File: src/rtl/prof_mod_pkg.sv
package prof_mod_pkg;

   typedef enum logic [1:0] {
      LVL_2  = 2'b00,
      LVL_4  = 2'b01,
      LVL_8  = 2'b10,
      LVL_16 = 2'b11
   } level_e;

   typedef enum logic [1:0] {
      RMP_OFF0 = 2'b00,
      RMP_OFF1 = 2'b01,
      RMP_PIN3 = 2'b10,
      RMP_DPIN = 2'b11
   } ramp_src_e;

   localparam int unsigned NUM_PINS = 4;
   localparam int unsigned IDX_W    = 4;

   typedef struct packed {
      logic [IDX_W-1:0] idx;
      logic             ramp;
      logic             legal;
   } sel_t;

endpackage

File: src/rtl/prof_pin_sync.sv
module prof_pin_sync #(
   parameter int unsigned WIDTH  = 4,
   parameter int unsigned STAGES = 2
) (
   input  logic             clk,
   input  logic             rst_n,
   input  logic [WIDTH-1:0] d_async,
   output logic [WIDTH-1:0] q_sync
);
   if (STAGES < 2) begin : g_bad_stages
      $error("prof_pin_sync: STAGES must be at least 2");
   end
   if (WIDTH < 1) begin : g_bad_width
      $error("prof_pin_sync: WIDTH must be at least 1");
   end

   for (genvar b = 0; b < WIDTH; b++) begin : g_bit
      logic [STAGES-1:0] chain;
      always_ff @(posedge clk or negedge rst_n) begin
         if (!rst_n) chain <= '0;
         else        chain <= {chain[STAGES-2:0], d_async[b]};
      end
      assign q_sync[b] = chain[STAGES-1];
   end
endmodule

File: src/rtl/prof_sel_decode.sv
module prof_sel_decode
   import prof_mod_pkg::*;
(
   input  logic [1:0]          ramp_mode,
   input  logic [1:0]          mod_level,
   input  logic [2:0]          pin_cfg,
   input  logic                ser_1bit,
   input  logic [NUM_PINS-1:0] pins,
   input  logic                dpin,
   output sel_t                sel
);
   level_e    lvl;
   ramp_src_e src;

   assign lvl = level_e'(mod_level);
   assign src = ramp_src_e'(ramp_mode);

   always_comb begin
      sel = '0;
      unique case (lvl)
         LVL_2:  sel.idx = {3'b000, pins[pin_cfg[1:0]]};
         LVL_4:  sel.idx = pin_cfg[2] ? {2'b00, pins[2], pins[3]}
                                      : {2'b00, pins[0], pins[1]};
         LVL_8:  sel.idx = {1'b0, pins[0], pins[1], pins[2]};
         LVL_16: sel.idx = {pins[0], pins[1], pins[2], pins[3]};
         default: sel.idx = '0;
      endcase

      unique case (src)
         RMP_PIN3: begin
            sel.legal = (lvl == LVL_8);
            sel.ramp  = pins[3];
         end
         RMP_DPIN: begin
            sel.legal = ser_1bit && (lvl != LVL_8);
            sel.ramp  = dpin;
         end
         default: begin
            sel.legal = 1'b1;
            sel.ramp  = 1'b0;
         end
      endcase
   end
endmodule

File: src/rtl/prof_addr_map.sv
module prof_addr_map #(
   parameter int unsigned ADDR_W     = 8,
   parameter int unsigned PROF0_ADDR = 8'h04,
   parameter int unsigned PROFN_BASE = 8'h09
) (
   input  logic [3:0]        idx,
   output logic [ADDR_W-1:0] addr
);
   localparam logic [ADDR_W-1:0] A0   = ADDR_W'(PROF0_ADDR);
   localparam logic [ADDR_W-1:0] BASE = ADDR_W'(PROFN_BASE);

   if (PROFN_BASE + 15 >= (1 << ADDR_W)) begin : g_bad_map
      $error("prof_addr_map: profile 15 address does not fit ADDR_W");
   end

   always_comb begin
      if (idx == 4'd0) addr = A0;
      else             addr = BASE + ADDR_W'(idx);
   end
endmodule

File: src/rtl/prof_mod_sel.sv
module prof_mod_sel
   import prof_mod_pkg::*;
#(
   parameter int unsigned SYNC_STAGES = 2,
   parameter int unsigned ADDR_W      = 8,
   parameter int unsigned PROF0_ADDR  = 8'h04,
   parameter int unsigned PROFN_BASE  = 8'h09
) (
   input  logic              clk,
   input  logic              rst_n,
   input  logic [1:0]        ramp_mode,
   input  logic [1:0]        mod_level,
   input  logic [2:0]        pin_cfg,
   input  logic              ser_1bit,
   input  logic [3:0]        prof_pins,
   input  logic              ramp_dpin,
   output logic [3:0]        prof_idx,
   output logic [ADDR_W-1:0] reg_addr,
   output logic              ramp_req,
   output logic              cfg_err
);
   localparam int unsigned SYNC_W = NUM_PINS + 1;

   logic [SYNC_W-1:0] pins_s;
   sel_t              sel;

   prof_pin_sync #(.WIDTH(SYNC_W), .STAGES(SYNC_STAGES)) u_sync (
      .clk     (clk),
      .rst_n   (rst_n),
      .d_async ({ramp_dpin, prof_pins}),
      .q_sync  (pins_s)
   );

   prof_sel_decode u_dec (
      .ramp_mode (ramp_mode),
      .mod_level (mod_level),
      .pin_cfg   (pin_cfg),
      .ser_1bit  (ser_1bit),
      .pins      (pins_s[NUM_PINS-1:0]),
      .dpin      (pins_s[NUM_PINS]),
      .sel       (sel)
   );

   always_ff @(posedge clk or negedge rst_n) begin
      if (!rst_n) begin
         prof_idx <= '0;
         ramp_req <= 1'b0;
         cfg_err  <= 1'b0;
      end else begin
         cfg_err <= !sel.legal;
         if (sel.legal) begin
            prof_idx <= sel.idx;
            ramp_req <= sel.ramp;
         end
      end
   end

   prof_addr_map #(
      .ADDR_W     (ADDR_W),
      .PROF0_ADDR (PROF0_ADDR),
      .PROFN_BASE (PROFN_BASE)
   ) u_map (
      .idx  (prof_idx),
      .addr (reg_addr)
   );
endmodule

File: config.mk
export PLATFORM = sky130hd
export DESIGN_NAME = prof_mod_sel
export DESIGN_NICKNAME = d
export VERILOG_FILES = /design/src/rtl/prof_mod_pkg.sv /design/src/rtl/prof_pin_sync.sv /design/src/rtl/prof_sel_decode.sv /design/src/rtl/prof_addr_map.sv /design/src/rtl/prof_mod_sel.sv
export SDC_FILE = /design/constraint.sdc
export NUM_CORES = 1
export LEC_CHECK = 0
export BUFFER_PORTS_ARGS = -buffer_cell sky130_fd_sc_hd__buf_2
export CAP_MARGIN = 5
export CORE_UTILIZATION = 40
export CTS_BUF_LIST = sky130_fd_sc_hd__clkbuf_4 sky130_fd_sc_hd__clkbuf_8
export CTS_CLUSTER_DIAMETER = 50
export DETAILED_ROUTE_END_ITERATION = 8
export PLACE_DENSITY = 0.67
export SETUP_SLACK_MARGIN = 0.3
export SLEW_MARGIN = 20
export SYNTH_ARGS = -nofsm -noshare
export SYNTH_HDL_FRONTEND = slang
export SYNTH_HIERARCHICAL = 1
export SYNTH_SLANG_ARGS = --single-unit
File: constraint.sdc
create_clock -name clk -period 2.3 [get_ports clk]
set_clock_uncertainty 0.2 [all_clocks]
set_input_delay 0.46 -clock clk [delete_from_list [all_inputs] [get_ports clk]]
set_output_delay 0.46 -clock clk [all_outputs]
set_load 0.005 [all_outputs]
# ---- Word level (Yosys, flattened, before mapping)
# Index checks and enable logic that the tools add are counted.
dict set report classes {
  reduce_logical 4
  muxes 6
  eq_ne 6
  magnitude_cmp 1
  add_sub_neg 1
}
# op n
set op_table {}
lappend op_table {{one-hot mux 4 bit (4 select lines)} 1}
lappend op_table {{equality test 2 bit, second input constant} 4}
lappend op_table {{2-to-1 mux 8 bit} 1}
lappend op_table {{adder 4 x 4 -> 5 bit, first input constant} 1}
lappend op_table {{logical NOT 4 bit} 1}
lappend op_table {{one-hot mux 2 bit (2 select lines)} 1}
lappend op_table {{< comparator 2 x 3 -> 1 bit, second input constant} 1}
lappend op_table {{binary-select mux 1 bit (select 2 bit)} 1}
lappend op_table {{equality test 2 x 1 -> 1 bit, second input constant} 1}
lappend op_table {{logical NOT 2 bit} 1}
lappend op_table {{2-to-1 mux 2 bit} 1}
lappend op_table {{inequality test 2 bit, second input constant} 1}
lappend op_table {{logical AND 1 bit} 1}
lappend op_table {{logical NOT 1 bit} 1}
lappend op_table {{2-to-1 mux 1 bit} 1}
dict set report word_totals {
  wordCells 26
  in_bits 15
  ff_bits 16
  out_inout_bits 14
}

# ---- Logic depth before layout (Yosys ltp)
# Gate-level depths: netlist (run 1).
dict set report logic_depth {
  ltp_word 4
  ltp_mapped 5
  ltp_nobuf 5
}

# ---- By module
# The synthesis (run 1) kept the hierarchy.
# mod area_each_um2 n_inst seq_area_each_um2 cells_each
set by_module_without_submodules {}
lappend by_module_without_submodules {prof_pin_sync 287.8 1 250.2 15}
lappend by_module_without_submodules {prof_mod_sel 240.2 1 150.1 13}
lappend by_module_without_submodules {prof_sel_decode 161.4 1 0.0 20}
lappend by_module_without_submodules {prof_addr_map 113.9 1 0.0 17}

# ---- Least setup slack after synthesis (run 1)
# Ideal clock, no wire load.
dict set report synth_timing {
  path_kind {input-to-reg}
  start {input mod_level[0]}
  end {register prof_idx[0]}
  path_buffers 2
  path_slack_ns 0.514
  t_required_ns 1.975
  cell_stages 4
  arrival_ns 1.461
  setup_time_ns 0.125
  path_cell_list {buf_4 o311ai_0 buf_6 mux2_4}
}
# item line_no
set synth_lines {}
lappend synth_lines {{from (decl)} prof_mod_sel.sv:12} ;# input logic [1:0] mod_level,
lappend synth_lines {{to (signal assigned)} prof_mod_sel.sv:52} ;# prof_idx <= sel.idx;
lappend synth_lines {{to (decl)} prof_mod_sel.sv:17} ;# output logic [3:0] prof_idx,

# ---- Worst setup path in the final report (run 1)
dict set report layout_timing {
  start {register prof_idx[0]}
  end {output reg_addr[2]}
}
dict set report layout_between {
  elab_chain_cells 2
  word_cells_on_any_way 3
  cone_classes {add/sub (1); mux (1); reduce/logical (1)}
}
# item line_no
set layout_rtl {}
lappend layout_rtl {{adder 4 x 4 -> 5 bit / logical NOT 4 bit (equally long branches)} {prof_addr_map.sv:18, prof_addr_map.sv:17}}
lappend layout_rtl {{2-to-1 mux 8 bit *} prof_addr_map.sv:17} ;# if (idx == 4'd0) addr = A0;
lappend layout_rtl {{to (decl)} prof_mod_sel.sv:18} ;# output logic [ADDR_W-1:0] reg_addr,
# Mark *: on every way between the ends. The rest lies on a longest branch, timed or not.

==> results of run 1 <==
timing repair:
item                                    in CTS  in global routing
hold buffers                                 1                  0
endpoints found under the hold margin       16                  0
setup buffers                                3                  0
pin swaps                                    3                  0
resized for setup                           12                  0
endpoints found under the setup margin       4                  4
flip-flops by register name (all words and copies together) (netlist names):
name / count
ramp_req: 1
prof_idx: 4
cfg_err: 1
u_sync/g_bit.chain: 10
metal layers:
metal / vias up / wire length, um / GRT usage (%)
met2: 22 / 662 / 25.0
li1: 266 / - / -
met1: 267 / 560 / 15.9
met5: - / 0 / 0
met4: 0 / 12 / 6.86
met3: 2 / 83 / 6.92
power by group:
group	total [mW]	switching (mW)	internal, mW
registers	0.321	0.0189	0.302
clock network	0.188	0.0916	0.0966
logic	0.171	0.0705	0.101
total	0.680	0.181	0.499
cells in the final DEF, fill, tap and decap left out, drive strengths merged:
| cell | synthesis | layout |
|---|---|---|
| o311ai | 1 | 1 |
| nor2 | 2 | 2 |
| nor2b | 2 | 2 |
| o41ai | 1 | 1 |
| conb | 1 | 3 |
| nand3b | 1 | 1 |
| and3 | 1 | 1 |
| a22oi | 1 | 1 |
| o22ai | 1 | 1 |
| dfrtp | 16 | 16 |
| o211ai | 1 | 1 |
| inv | 6 | 6 |
| mux4 | 1 | 1 |
| a21oi | 3 | 3 |
| a211oi | 1 | 1 |
| mux2i | 4 | 4 |
| nand3 | 1 | 1 |
| a21o | 1 | 1 |
| clkbuf | 0 | 4 |
| mux2 | 6 | 6 |
| buf | 10 | 29 |
| nor3 | 2 | 2 |
| ha | 2 | 2 |
| dlygate4sd3 | 0 | 1 |
final cells by class:
| cell class | count | area share (%) |
|---|---|---|
| tap | 25 | 3.10 |
| multi-input combinational | 35 | 34.3 |
| sequential | 16 | 39.8 |
| inverter | 6 | 2.23 |
| clock buffer | 4 | 3.59 |
| timing repair buffer | 30 | 17.0 |
logic make-up after synthesis:
| group | after synthesis |
|---|---|
| mux | 11 |
| buf+inv | 16 |
| simple gates | 9 |
| compound gates | 10 |
| other cells | 1 |
| flops | 16 |
| fa+ha+maj | 2 |
how the worst max path moves through the flow:
stage	startpoint	to	slack, ns	cells after the start
detailed placement	prof_idx[0]	reg_addr[2]	0.47	6
CTS	prof_idx[0]	reg_addr[2]	0.26	6
global placement	prof_idx[0]	reg_addr[2]	0.51	6
global route	prof_idx[0]	reg_addr[2]	0.15	6
floorplan	mod_level[0]	prof_idx[0]	0.51	4
finish	prof_idx[0]	reg_addr[2]	0.26	6
==> impl_metrics.csv, run 1 <==
group,metric,value,unit
worst_setup_path,worstPathCellList,"inv_2 -> ha_4 -> nor2b_4 -> nor3_2 -> a21oi_1 -> buf_2",
logic_synthesis,synth_seq_area_share,49.8,%
logic_synthesis,syn_inst,65,
final_layout,diodes,0,
global_route,grt_use_total,14.9,%
final_layout,final-seq-area,402,sq um
logic_synthesis,ys_ff_latch,16,
final_layout,fillers,172,
logic_synthesis,netlist-cell-type-count,25,
flow_run,drv_cap,0,
logic_synthesis,synth_compound_area_share,8.72,%
final_layout,finalNetCount,109,
timing,report.final.slew_viol_count,0,
final_layout,synthToLayoutAreaGrowth,25.7,%
logic_synthesis,synth.avg_cell_area,12.4,sq um
timing,min_period_over_period,88.8,%
logic_synthesis,yosys.area.top_type,"dfrtp_1",
final_layout,final_util,56.0,%
clocking,cts_buffers,3,
logic_synthesis,synth_commonest_cells,"dfrtp_1 (16), buf_4 (9), inv_1 (6)",
worst_setup_path,crit_buf_inv,2,
global_route,grt_antenna_before_repair,0,
place,place.gp.congestion,0.728,
global_route,grt_pass1_wl,2.14,mm
logic_synthesis,post_synth_instance_area,803,sq um
global_route,globalRouteOverflowTotal,0,
logic_synthesis,synthSimpleGateAreaFrac,6.70,%
clocking,htree_levels,1,
timing,hold_ws,0.0698,ns
timing,final.min_clock_period,2.04,ns
timing,rsz0062_at_grt,"true",
hold_path,min_path_cells,1,
timing,fin_tns_setup,0,ns
clocking,clk_path_buf_depth,2,
logic_synthesis,yosysMostFrequentCell,"dfrtp_1",
floorplanning,core,1800,sq um
power,ir_drop,0.000429,V
floorplanning,die_area,2190,sq um
worst_setup_path,reg2regPathDepth,4,
final_layout,post-route-cell-area,1010,sq um
place,dpl.cell_count,108,
worst_setup_path,cp_slowest_stage_delay,0.45,ns
place,io_buffers,25,
clocking,clk_pin_slew_worst_paths,0.10,ns
status,outcome,"complete, no violations",
clocking,ctsRootBufferMaster,"clkbuf_4",
place,dpl_cell_area,896,sq um
worst_setup_path,regToRegSetupSlack,0.66,ns
detailed_routing,dr.pass1.iters,2,
power,p_per_area,674,nW/um^2
logic_synthesis,synthAdderAreaFrac,3.12,%
timing,worst_slack,0.257,ns
logic_synthesis,synth_mux_area_share,18.5,%
worst_setup_path,path_class,"flop to primary output",
worst_setup_path,worstSetupStartpointType,"flop",
hold_path,whs_endpoint,"u_sync/g_bit[2].chain[0]",
logic_synthesis,yosys-top-cells-area,"dfrtp_1 (50%), mux2_4 (9.3%), buf_4 (8.4%), mux2i_1 (5.0%), ha_1 (3.1%)",
hold_path,hold_path_class,"input pin to flop",
worst_setup_path,crit_family,"flip-flops",
detailed_routing,via_per_inst,4.80,
global_route,grt_max_degree,17,
clocking,cts_tree,"yes",
logic_synthesis,synth_edf_count,0,
timing,setup_violations,0,
clocking,clock_latency,0.30,ns
detailed_routing,drt_iter0_drc,4,
logic_synthesis,synth_flop_cell,"dfrtp_1",
floorplanning,rows,15,
logic_synthesis,synth_top_family_by_area,"multiplexers",
timing,hold_viol,0,
clocking,cts_sinks,16,
detailed_routing,drtAntennaViolNets,0,
logic_synthesis,synth.top_cell.area_share,49.8,%
final_layout,multi_input_area,347,sq um
logic_synthesis,async_reset_ff_share,100,%
timing,clock.fmax,490,MHz
worst_setup_path,end_kind,"primary output",
detailed_routing,drc,0,
place,pre_cts_slack,0.466,ns
worst_setup_path,slowest_stage,"dfrtp_2",
power,power,680,uW
global_route,grt_pass1_vias,529,
logic_synthesis,synthXorXnorAreaFrac,0,%
worst_setup_path,worstPathRequired,1.64,ns
floorplanning,die_x,46.8,um
detailed_routing,wl,1.32,mm
final_layout,drive_gt1_share,54.9,%
place,dp.final_hpwl,910,um
floorplanning,start_util,44.6,%
final_layout,fin_cells,116,
floorplanning,die-height,46.8,um
detailed_routing,vias,557,
detailed_routing,wl_per_cell,11.4,um
worst_setup_path,worstPathArrival,1.38,ns
power,p_leak,0.523,nW
logic_synthesis,synth_warnings,6,
hold_path,worstHoldStart,"prof_pins[2]",
floorplanning,ios,29,
worst_setup_path,worstPathMaxFanout,4,
worst_setup_path,rr_startpoint,"u_sync/g_bit[1].chain[1]",
worst_setup_path,r2r-end,"prof_idx[0]",
No activity file was read; power rests on OpenSTA's default activity.
==> run 2, diff against run 1 <==
Clock period 2.3 ns to 2.39 ns, I/O delays scaled along.
==> run 2 against run 1 <==
Highest routed layer unchanged. Largest power group unchanged. Design area fell by 1.5%. Global-route usage fell by 0.32 points. Flip-flop and latch count did not move. Register-to-register slack improved by 0.07 ns. Non-clock buffer count did not move. Combinational power fell by 9.9%. Utilization fell by 0.83 points. Largest cell class unchanged. Clock power fell by 4%.
==> impl_metrics.csv, run 2 (synthesis results as in run 1) <==
group,metric,value,unit
status,outcome,"complete, no violations",
clocking,htree_levels,1,
floorplanning,start_util,44.6,%
clocking,clk_pin_slew_worst_paths,0.10,ns
global_route,grt_pass1_wl,2.10,mm
detailed_routing,wl_per_cell,11.0,um
floorplanning,rows,15,
clocking,clk_path_buf_depth,2,
timing,hold_ws,0.0878,ns
clocking,ctsRootBufferMaster,"clkbuf_4",
floorplanning,core,1800,sq um
power,pwr-share-seq,48.0,%
final_layout,reg.largest.list,"u_sync/g_bit.chain x10, prof_idx x4",
place,dp.final_hpwl,910,um
timing,clock.fmax,483,MHz
final_layout,largest_reg_flops,10,
detailed_routing,drc,0,
timing,hold_viol,0,
hold_path,hold_path_class,"input pin to flop",
power,p_int,474,uW
power,ir_drop,0.000406,V
detailed_routing,vias,550,
final_layout,synthToLayoutAreaGrowth,23.8,%
floorplanning,die-height,46.8,um
place,place.gp.congestion,0.728,
timing,final.min_clock_period,2.07,ns
clocking,cts_buffers,3,
timing,fin_tns_setup,0,ns
worst_setup_path,cp_slowest_stage_delay,0.45,ns
detailed_routing,drt_iter0_drc,4,
detailed_routing,drtAntennaViolNets,0,
global_route,grt_use_total,14.5,%
final_layout,finalNetCount,109,
timing,rsz0062_at_grt,"true",
worst_setup_path,end_kind,"primary output",
floorplanning,die_area,2190,sq um
final_layout,layout_common_cells,"buf_2 (25), dfrtp_1 (15), mux2_4 (6)",
final_layout,top_register,"u_sync/g_bit.chain",
global_route,grt_antenna_before_repair,0,
final_layout,multi_input_area,338,sq um
global_route,grt_max_degree,17,
final_layout,drive_gt1_share,52.7,%
power,p_sw_share,26.2,%
timing,report.final.slew_viol_count,0,
clocking,clock_latency,0.30,ns
worst_setup_path,worstPathMaxFanout,4,
power,switchingPower,168,uW
final_layout,fillers,173,
global_route,grt_pass1_vias,511,
final_layout,diodes,0,
power,p_clk_share,28.1,%
power,power_frac_comb,24.0,%
detailed_routing,via_per_inst,4.74,
floorplanning,die_x,46.8,um
flow_run,drv_cap,0,
worst_setup_path,slowest_stage,"dfrtp_2",
detailed_routing,wl,1.28,mm
final_layout,final-seq-area,402,sq um
place,io_buffers,25,
timing,setup_violations,0,
floorplanning,ios,29,
clocking,cts_sinks,16,
worst_setup_path,worstPathCellList,"buf_4 -> nand3_1 -> mux2_4 -> buf_2",
global_route,globalRouteOverflowTotal,0,
final_layout,layout_commonest_cell,"buf_2",
worst_setup_path,worstPathRequired,1.71,ns
worst_setup_path,worstSetupStartpointType,"flop",
power,p_per_area,646,nW/um^2
timing,min_period_over_period,86.6,%
worst_setup_path,path_class,"flop to primary output",
power,p_leak,0.520,nW
detailed_routing,dr.pass1.iters,4,
worst_setup_path,worstPathArrival,1.39,ns
clocking,cts_tree,"yes",
==> run 2: cell counts in the layout (fill, tap and decap cells not counted) <==
No cell type changed its count.
==> run 2: final cells by class <==
| class | count | area share, % |
|---|---|---|
| well taps | 25 | 3.14 |
| inverters | 6 | 2.26 |
| repair buffers | 30 | 16.6 |
| flip-flops and latches | 16 | 40.4 |
| clock buffers | 4 | 3.65 |
| multi-input cells | 35 | 34.0 |
==> run 2: power groups by stage <==
stage | clock (mW) | sequential, mW | combinational, mW
after global routing | 0.198 | 0.312 | 0.175
after detailed placement | 0 | 0.315 | 0.124
after CTS | 0.187 | 0.308 | 0.150
final | 0.180 | 0.308 | 0.154
after global placement | 0 | 0.314 | 0.121
after floorplan | 0 | 0.310 | 0.0833
==> run 2: repair_timing <==
| item | in CTS | in global routing |
|---|---|---|
| setup buffers | 3 | 0 |
| cloned | 0 | 0 |
| pin swaps | 0 | 1 |
| hold buffers | 1 | 0 |
| endpoints found under the setup margin | 3 | 2 |
| resized for setup | 5 | 4 |
| endpoints found under the hold margin | 16 | 0 |
==> run 2: layer usage <==
| layer | up-vias | part of all wire (%) | GRT usage, % | routed length [um] |
|---|---|---|---|---|
| li1 | 264 | - | - | - |
| met1 | 258 | 44 | 15.9 | 556 |
| met2 | 26 | 48 | 23.9 | 619 |
| met3 | 2 | 7.0 | 6.92 | 89 |
| met4 | 0 | 0.94 | 6.86 | 12 |
| met5 | - | 0 | 0 | 0 |
==> run 2: worst paths after layout <==
path,from,to,slack [ns],cells past startpoint
setup / recovery,prof_idx[0],reg_addr[3],0.32,4
hold / removal,prof_pins[2],u_sync/g_bit[2].chain[0],0.09,1
setup reg to reg,u_sync/g_bit[3].chain[1],prof_idx[0],0.73,4
hold reg to reg,u_sync/g_bit[2].chain[0],u_sync/g_bit[2].chain[1],0.15,0
max in group asynchronous,rst_n,prof_idx[0],1.32,2
min in group asynchronous,rst_n,prof_idx[1],0.40,2
==> run 2: per-stage QoR <==
step	util (%)	worst slack [ns]	power [mW]	instances	instance area, sq um
floorplan	-	0.586	0.393	67	811
global route	55.2	0.245	0.685	116	995
CTS	54.5	0.301	0.645	116	982
detailed placement	49.7	0.538	0.439	108	896
finish	55.2	0.320	0.643	116	995
global placement	49.7	0.581	0.435	108	896
==> run 2: worst max-delay path: cells and delay by family (launching register included) <==
| kind | cells | cell delay [ns] |
|---|---|---|
| DFF | 1 | 0.45 |
| buffers and inverters | 2 | 0.27 |
| and+or+nand+nor | 1 | 0.08 |
| muxes | 1 | 0.30 |
==> run 3, diff against run 2 <==
--- a/config.mk
+++ b/config.mk
@@ -9,2 +9,4 @@
 export CAP_MARGIN = 5
+export CELL_PAD_IN_SITES_DETAIL_PLACEMENT = 0
+export CELL_PAD_IN_SITES_GLOBAL_PLACEMENT = 1
 export CORE_UTILIZATION = 40
@@ -13,3 +15,3 @@
 export DETAILED_ROUTE_END_ITERATION = 8
-export PLACE_DENSITY = 0.67
+export PLACE_DENSITY_LB_ADDON = 0.1
 export SETUP_SLACK_MARGIN = 0.3
==> constraint.sdc (replaced) <==
create_clock -name clk -period 2.39 [get_ports clk]
set_clock_uncertainty 0.2 [all_clocks]
set_input_delay 0.1195 -clock clk [delete_from_list [all_inputs] [get_ports clk]]
set_output_delay 0.1195 -clock clk [all_outputs]
set_load 0.005 [all_outputs]
==> run 3 against run 2 <==
Fmax is 15% higher. Combinational power is 14% lower. Count of clock-buffer cells in the layout stayed put. Sequential power hardly changed. Non-clock buffer count is 2 higher. Die area stayed put. Clock power hardly changed. Critical path type unchanged. Via count stayed put. Global-route usage is 0.55 points higher. First-iteration DRC count is 100% higher. Hold slack worse by 0.072 ns. Flip-flop and latch count stayed put.
==> impl_metrics.csv, run 3 (synthesis results as in run 1) <==
group,metric,value,unit
status,outcome,"complete, no violations",
final_layout,largest_reg_flops,10,
final_layout,final_util,55.1,%
place,pre_cts_slack,0.743,ns
clocking,cts_buffers,3,
final_layout,layout_commonest_cell,"buf_2",
place,io_buffers,25,
detailed_routing,drc,0,
detailed_routing,drt_iter0_drc,8,
timing,final.min_clock_period,1.81,ns
timing,rsz0062_at_grt,"false",
floorplanning,core,1800,sq um
global_route,grt_max_degree,17,
timing,worst_slack,0.584,ns
timing,min_period_over_period,75.5,%
detailed_routing,wl_per_cell,12.3,um
floorplanning,rows,15,
final_layout,post-route-cell-area,992,sq um
timing,report.final.slew_viol_count,0,
clocking,clock_latency,0.29,ns
final_layout,multi_input_area,309,sq um
worst_setup_path,path_class,"flop to primary output",
global_route,grt_use_total,15.1,%
final_layout,reg.largest.list,"u_sync/g_bit.chain x10, prof_idx x4",
timing,fin_tns_setup,0,ns
detailed_routing,drtAntennaViolNets,0,
floorplanning,ios,29,
final_layout,diodes,0,
worst_setup_path,worstSetupStartpointType,"flop",
power,ir_drop,0.000373,V
global_route,globalRouteOverflowTotal,0,
hold_path,min_path_cells,3,
floorplanning,die_x,46.8,um
final_layout,fillers,178,
floorplanning,die_area,2190,sq um
place,dpl_cell_area,896,sq um
final_layout,synthToLayoutAreaGrowth,23.5,%
clocking,clk_path_buf_depth,2,
timing,setup_violations,0,
timing,clock.fmax,554,MHz
detailed_routing,wl,1.45,mm
final_layout,top_register,"u_sync/g_bit.chain",
final_layout,layout_common_cells,"buf_2 (25), dfrtp_1 (16), inv_1 (6), dlygate4sd3_1 (6), mux2_4 (5)",
detailed_routing,vias,550,
worst_setup_path,end_kind,"primary output",
clocking,cts_tree,"yes",
worst_setup_path,worstPathArrival,1.49,ns
clocking,clk_pin_slew_worst_paths,0.10,ns
clocking,htree_levels,1,
place,place.gp.congestion,0.841,
detailed_routing,via_per_inst,4.66,
global_route,grt_pass1_vias,515,
hold_path,hold_path_class,"input pin to flop",
flow_run,drv_cap,0,
worst_setup_path,worstPathRequired,2.07,ns
global_route,grt_antenna_before_repair,0,
clocking,cts_setup_buffers,0,
detailed_routing,dr.pass1.iters,3,
final_layout,final-seq-area,400,sq um
global_route,grt_pass1_wl,2.21,mm
worst_setup_path,reg2regPathDepth,4,
clocking,ctsRootBufferMaster,"clkbuf_4",
floorplanning,die-height,46.8,um
worst_setup_path,worstPathMaxFanout,6,
final_layout,finalNetCount,111,
power,p_per_area,627,nW/um^2
clocking,cts_sinks,16,
floorplanning,start_util,44.6,%
power,p_leak,0.517,nW
place,dp.final_hpwl,1.07,mm
timing,hold_viol,0,
final_layout,drive_gt1_share,40.9,%
[run 3: final timing paths]
kind / startpoint / end / slack (ns)
setup / recovery: prof_idx[0] / reg_addr[2] / 0.58
hold / removal: ramp_mode[1] / ramp_req / 0.02
setup reg to reg: u_sync/g_bit[1].chain[1] / prof_idx[0] / 0.73
max in group asynchronous: rst_n / cfg_err / 1.66
min in group asynchronous: rst_n / u_sync/g_bit[2].chain[1] / 0.07
hold reg to reg: u_sync/g_bit[3].chain[0] / u_sync/g_bit[3].chain[1] / 0.16
[run 3: routing by layer]
metal,track usage (%),routed length (um)
met1,19.3,690
met2,21.9,639
met3,7.69,109
met4,5.71,12
met5,0,0
[run 3: stage by stage]
step                hold slack, ns  cells  power, mW
floorplan                   -0.376     67      0.393
detailed placement          -0.152    108      0.441
CTS                        0.00411    118      0.629
finish                      0.0157    118      0.622
global placement            -0.150    108      0.440
global route                0.0178    118      0.657
[run 3: layout make-up]
type,count,area share (%)
timing repair buffer,32,19.4
sequential,16,40.4
clock buffer,4,3.66
inverter,6,2.27
tap,25,3.15
multi-input combinational,35,31.1
[run 3: power by group]
part,total (mW),internal [mW],switching (mW)
clock network,0.181,0.0929,0.0878
registers,0.309,0.290,0.0193
logic,0.132,0.0761,0.0562
[run 3: timing repair]
item                                   4_1_cts  5_1_grt
endpoints found under the hold margin       21        0
gates resized for setup                      0        0
hold buffers                                 6        0
[run 3: critical path: stages, from the launching register on]
cell	delay (ns)
dfrtp_1	0.45
inv_1	0.07
ha_1	0.21
nor2b_1	0.15
nor3_1	0.14
a21oi_1	0.05
buf_2	0.13
